--- config.mk ---
export PLATFORM = sky130hd
export DESIGN_NAME = rx_pcs_rst_seq
export DESIGN_NICKNAME = d
export VERILOG_FILES = /design/src/rtl/rxrs_pkg.sv /design/src/rtl/rxrs_sync.sv /design/src/rtl/rxrs_hold_timer.sv /design/src/rtl/rxrs_rel_ctrl.sv /design/src/rtl/rx_pcs_rst_seq.sv
export SDC_FILE = /design/constraint.sdc
export NUM_CORES = 1
export LEC_CHECK = 0
export ABC_AREA = 0
export CORE_MARGIN = 8
export CORE_UTILIZATION = 56
export CTS_CLUSTER_DIAMETER = 50
export CTS_CLUSTER_SIZE = 20
export DETAILED_ROUTE_END_ITERATION = 10
export PLACE_DENSITY = 0.81
export SYNTH_ARGS = -nofsm -noshare
export SYNTH_HDL_FRONTEND = slang
export SYNTH_HIERARCHICAL = 1
export SYNTH_SLANG_ARGS = --single-unit
--- constraint.sdc ---
create_clock -name clk -period 2.5 [get_ports clk]
set_input_delay 0.625 -clock clk [delete_from_list [all_inputs] [get_ports clk]]
set_output_delay 0.625 -clock clk [all_outputs]
set_load 0.01 [all_outputs]
--- src/rtl/rxrs_pkg.sv ---
package rxrs_pkg;

  localparam longint unsigned NS_PER_S = 64'd1_000_000_000;

  // Cycles needed to cover a time span, rounded up
  function automatic longint unsigned span_to_cycles(input longint unsigned clk_hz,
                                                     input longint unsigned span_ns);
    return (clk_hz * span_ns + NS_PER_S - 64'd1) / NS_PER_S;
  endfunction

  // Bit positions inside the synchronised status vector
  localparam int unsigned ST_LOCK_DATA = 0;
  localparam int unsigned ST_LOCK_REF  = 1;
  localparam int unsigned ST_FRC_REF   = 2;
  localparam int unsigned ST_FRC_DATA  = 3;
  localparam int unsigned ST_WIDTH     = 4;

endpackage

--- src/rtl/rxrs_sync.sv ---
module rxrs_sync #(
  parameter int unsigned WIDTH  = 1,
  parameter int unsigned STAGES = 2
) (
  input  logic             clk,
  input  logic             rst,
  input  logic [WIDTH-1:0] d_i,
  output logic [WIDTH-1:0] q_o
);

  logic [WIDTH-1:0] stg [STAGES];

  always_ff @(posedge clk) begin
    if (rst) stg[0] <= '0;
    else     stg[0] <= d_i;
  end

  for (genvar i = 1; i < STAGES; i++) begin : g_stage
    always_ff @(posedge clk) begin
      if (rst) stg[i] <= '0;
      else     stg[i] <= stg[i-1];
    end
  end

  assign q_o = stg[STAGES-1];

endmodule

--- src/rtl/rxrs_hold_timer.sv ---
module rxrs_hold_timer #(
  parameter int unsigned HOLD_CYC = 400,
  parameter int unsigned CNT_W    = 9
) (
  input  logic clk,
  input  logic rst,
  input  logic qual_i,
  output logic done_o
);

  localparam logic [CNT_W-1:0] LIMIT = CNT_W'(HOLD_CYC);

  logic [CNT_W-1:0] cnt;

  // Counts unbroken qualifying cycles, sticks at the limit
  always_ff @(posedge clk) begin
    if (rst || !qual_i)   cnt <= '0;
    else if (cnt != LIMIT) cnt <= cnt + 1'b1;
  end

  assign done_o = (cnt == LIMIT);

  p_cnt_bound_r4: assert property (@(posedge clk) disable iff (rst)
    cnt <= LIMIT);

  p_done_after_run_r4: assert property (@(posedge clk) disable iff (rst)
    $rose(done_o) |-> $past(qual_i));

endmodule

--- src/rtl/rxrs_rel_ctrl.sv ---
module rxrs_rel_ctrl (
  input  logic clk,
  input  logic rst,
  input  logic qual_i,
  input  logic done_i,
  output logic dig_rst_o,
  output logic ready_o
);

  logic release_ok;
  assign release_ok = qual_i && done_i;

  always_ff @(posedge clk) begin
    if (rst) begin
      dig_rst_o <= 1'b1;
      ready_o   <= 1'b0;
    end else begin
      dig_rst_o <= !release_ok;
      ready_o   <= release_ok;
    end
  end

  p_reset_state_r1: assert property (@(posedge clk)
    rst |=> (dig_rst_o && !ready_o));

  p_drop_reassert_r7: assert property (@(posedge clk) disable iff (rst)
    (!dig_rst_o && !qual_i) |=> dig_rst_o);

  p_release_after_hold_r3: assert property (@(posedge clk) disable iff (rst)
    $fell(dig_rst_o) |-> $past(done_i));

  p_ready_inverse_r9: assert property (@(posedge clk) disable iff (rst)
    dig_rst_o != ready_o);

endmodule

--- src/rtl/rx_pcs_rst_seq.sv ---
module rx_pcs_rst_seq #(
  parameter int unsigned CLK_HZ      = 100_000_000,
  parameter int unsigned HOLD_NS     = 4000,
  parameter int unsigned SYNC_STAGES = 2
) (
  input  logic clk,
  input  logic rst,
  input  logic lock_data_i,
  input  logic lock_ref_i,
  input  logic force_ref_i,
  input  logic force_data_i,
  output logic rx_dig_rst_o,
  output logic rx_ready_o
);

  import rxrs_pkg::*;

  localparam int unsigned HOLD_RAW = int'(span_to_cycles(64'(CLK_HZ), 64'(HOLD_NS)));
  localparam int unsigned HOLD_CYC = (HOLD_RAW < 1) ? 1 : HOLD_RAW;
  localparam int unsigned CNT_W    = $clog2(HOLD_CYC + 1);

  logic [ST_WIDTH-1:0] st_raw;
  logic [ST_WIDTH-1:0] st_s;
  logic                qual;
  logic                done;

  assign st_raw[ST_LOCK_DATA] = lock_data_i;
  assign st_raw[ST_LOCK_REF]  = lock_ref_i;
  assign st_raw[ST_FRC_REF]   = force_ref_i;
  assign st_raw[ST_FRC_DATA]  = force_data_i;

  rxrs_sync #(.WIDTH(ST_WIDTH), .STAGES(SYNC_STAGES)) u_sync (
    .clk (clk),
    .rst (rst),
    .d_i (st_raw),
    .q_o (st_s)
  );

  // Forced-to-reference mode means data lock carries no meaning
  logic held_on_ref;
  assign held_on_ref = st_s[ST_FRC_REF] && !st_s[ST_FRC_DATA];
  assign qual        = st_s[ST_LOCK_DATA] && !held_on_ref;

  rxrs_hold_timer #(.HOLD_CYC(HOLD_CYC), .CNT_W(CNT_W)) u_timer (
    .clk    (clk),
    .rst    (rst),
    .qual_i (qual),
    .done_o (done)
  );

  rxrs_rel_ctrl u_ctrl (
    .clk       (clk),
    .rst       (rst),
    .qual_i    (qual),
    .done_i    (done),
    .dig_rst_o (rx_dig_rst_o),
    .ready_o   (rx_ready_o)
  );

  // Reference-lock chatter must not disturb a released datapath
  p_ref_ignored_r5: assert property (@(posedge clk) disable iff (rst)
    (!rx_dig_rst_o && qual && (st_s[ST_LOCK_REF] != $past(st_s[ST_LOCK_REF])))
      |=> !rx_dig_rst_o);

  p_mode_ref_holds_r8: assert property (@(posedge clk) disable iff (rst)
    (st_s[ST_FRC_REF] && !st_s[ST_FRC_DATA]) |=> rx_dig_rst_o);

endmodule

==> impl_metrics.env <==
export IMPL_status="finished, final reports clean"
export IMPL_die_area_mm2=0.00258
export IMPL_arrival_ps=1130
export IMPL_power_density_mw_per_mm2=561
export IMPL_drive_gt1_share_pct=9.09
export IMPL_max_clock_freq_ghz=0.569
export IMPL_yosysWarnings=6
export IMPL_worst_slack_ps=742
export IMPL_global_route_usage_met2_pct=18.9
export IMPL_antenna_left=0
export IMPL_overflow=0
export IMPL_tns_ps=0
export IMPL_dr_first_iter_drc_count=7
export IMPL_required_ps=1880
export IMPL_num_vias=499
export IMPL_hold_viol=0
export IMPL_cp_max_fo=1
export IMPL_endpoint_kind="output pin"
export IMPL_cts_hold_buf=0
export IMPL_first_pass_iters=4
export IMPL_die_x_um=50.8
export IMPL_cap_violations=0
export IMPL_start_kind="register"
export IMPL_slowest_stage="clkdlybuf4s50_1"
export IMPL_min_period_over_period_pct=70.3
export IMPL_p_leak_nw=0.253
export IMPL_gp_congestion=0.719
export IMPL_drv_slew=0
export IMPL_initial_core_util_pct=60.3
export IMPL_area_delta_synth_final_pct=14.7
export IMPL_coreArea_mm2=0.00113
export IMPL_wl_per_cell_um=13.8
export IMPL_worst_slew_pin_slew_ps=348
export IMPL_cts_sinks=17
export IMPL_relSlewSlack_pct=76.8
export IMPL_cts_setup_buffers=0
export IMPL_hpwl_um=940
export IMPL_synth_cell_area_um2=679
export IMPL_utilization_pct=69.2
export IMPL_grt_busiest_layer="met2"
export IMPL_path_cells="clkdlybuf4s50_1"
export IMPL_hp_class="register to register"
export IMPL_fin_crit_ps=1760
export IMPL_antennaDiodeCount=0
export IMPL_layout_nets=86
export IMPL_grt_pass1_vias=539
export IMPL_setup_violations=0
export IMPL_use_met1_pct=12.1
export IMPL_peakVddDrop_mv=0.330
export IMPL_fin_total_pwr_mw=0.438
export IMPL_tritoncts="done"
export IMPL_gr_usage_all_layers_pct=11.2
export IMPL_cts_inserted_buffers=3
export IMPL_die_h_um=50.8
export IMPL_num_io_pins=8
export IMPL_nFillCells=91
export IMPL_antenna_found_initial=0
export IMPL_cts_root_buf="clkbuf_4"
export IMPL_cts_clk_slew_worst_paths_ps=100
export IMPL_grt_use_met3_pct=3.76
export IMPL_drcViolationCount=0
export IMPL_critPathKind="register to output pin"
export IMPL_rows=12
export IMPL_syn_inst=68
export IMPL_synth_nets=76
export IMPL_critPathBufInv=1
export IMPL_grt_pass1_wl_um=2310
export IMPL_rsz0062_at_grt="no"
export IMPL_crit_family="buffers and inverters"
export IMPL_synth_area_per_cell_um2=9.99
export IMPL_grt_max_degree=11
export IMPL_port_buffers=6
export IMPL_finalClockSkew_ps=9.32
export IMPL_cts_path_max_buffers=2
export IMPL_wl_um=1260
export IMPL_clk_latency_ps=290
export IMPL_place_ws_ps=611
export IMPL_max_stage_delay_ps=520
export IMPL_cts_resized=0
export IMPL_viasPerCell=5.48
export IMPL_cts_max_level=1
[routing by layer]
layer | wire length (µm) | vias to the layer above
li1 | - | 257
met1 | 588 | 233
met2 | 620 | 9
met3 | 47 | 0
met4 | 0 | 0
met5 | 0 | -
[worst reg2reg max path, delay by kind of cell (launching register included)]
kind                     cells  cell delay [ps]
flip-flops                   1              400
AO/OA/AOI/OAI                1              140
AND/OR/NAND/NOR              2              500
adder cells (fa/ha/maj)      1              250
[worst paths after layout]
path	start	endpoint	slack, ps	cells past startpoint
worst max register to register	u_timer/cnt[0]	u_timer/cnt[6]	1160	4
worst max-delay path	u_ctrl/ready_o	rx_ready_o	740	1
worst min-delay path	u_sync/stg[0][3]	u_sync/stg[1][3]	450	1
worst min register to register	u_sync/stg[0][3]	u_sync/stg[1][3]	450	1
[layout make-up]
| class | count | area, µm² | area share [%] |
|---|---|---|---|
| well taps | 14 | 17.5 | 2.25 |
| clock buffers | 4 | 26.3 | 3.37 |
| repair buffers | 6 | 60.1 | 7.70 |
| multi-input cells | 45 | 317 | 40.6 |
| inverters | 5 | 18.8 | 2.41 |
| flip-flops and latches | 17 | 340 | 43.7 |
[state kept, by name (all words and copies together), names as in the netlist]
| name | cells |
|---|---|
| u_timer/cnt | 9 |
| u_ctrl/dig_rst_o | 1 |
| u_sync/stg | 6 |
| u_ctrl/ready_o | 1 |
[per-stage QoR]
stage | hold WS (ps) | instance area, µm² | cells
after floorplan | 414 | 679 | 68
after global placement | 417 | 753 | 87
after detailed placement | 428 | 753 | 87
after CTS | 449 | 779 | 91
after global routing | 467 | 779 | 91
final | 445 | 779 | 91
[where the power goes]
part | total [mW] | internal [mW] | switching [mW] | leakage [nW]
combinational | 0.0163 | 0.00970 | 0.00662 | 0.0996
clock | 0.144 | 0.0620 | 0.0823 | 0.0150
sequential | 0.277 | 0.276 | 0.00141 | 0.138
[cell usage in the layout, fill, tap and decap left out, drive strengths merged]
cell type	count
a21boi	1
a21oi	4
and3b	1
clkbuf	4
clkdlybuf4s50	6
dfxtp	17
ha	2
inv	5
mux2i	1
nand2	3
nand2b	1
nand3	3
nand3b	1
nand4	2
nand4bb	2
nor2	3
nor2b	7
o2111ai	1
o211ai	1
o21ai	4
o31ai	1
o41ai	1
or3	4
xnor2	1
xor2	1
Power figures use the tool's default switching activity.
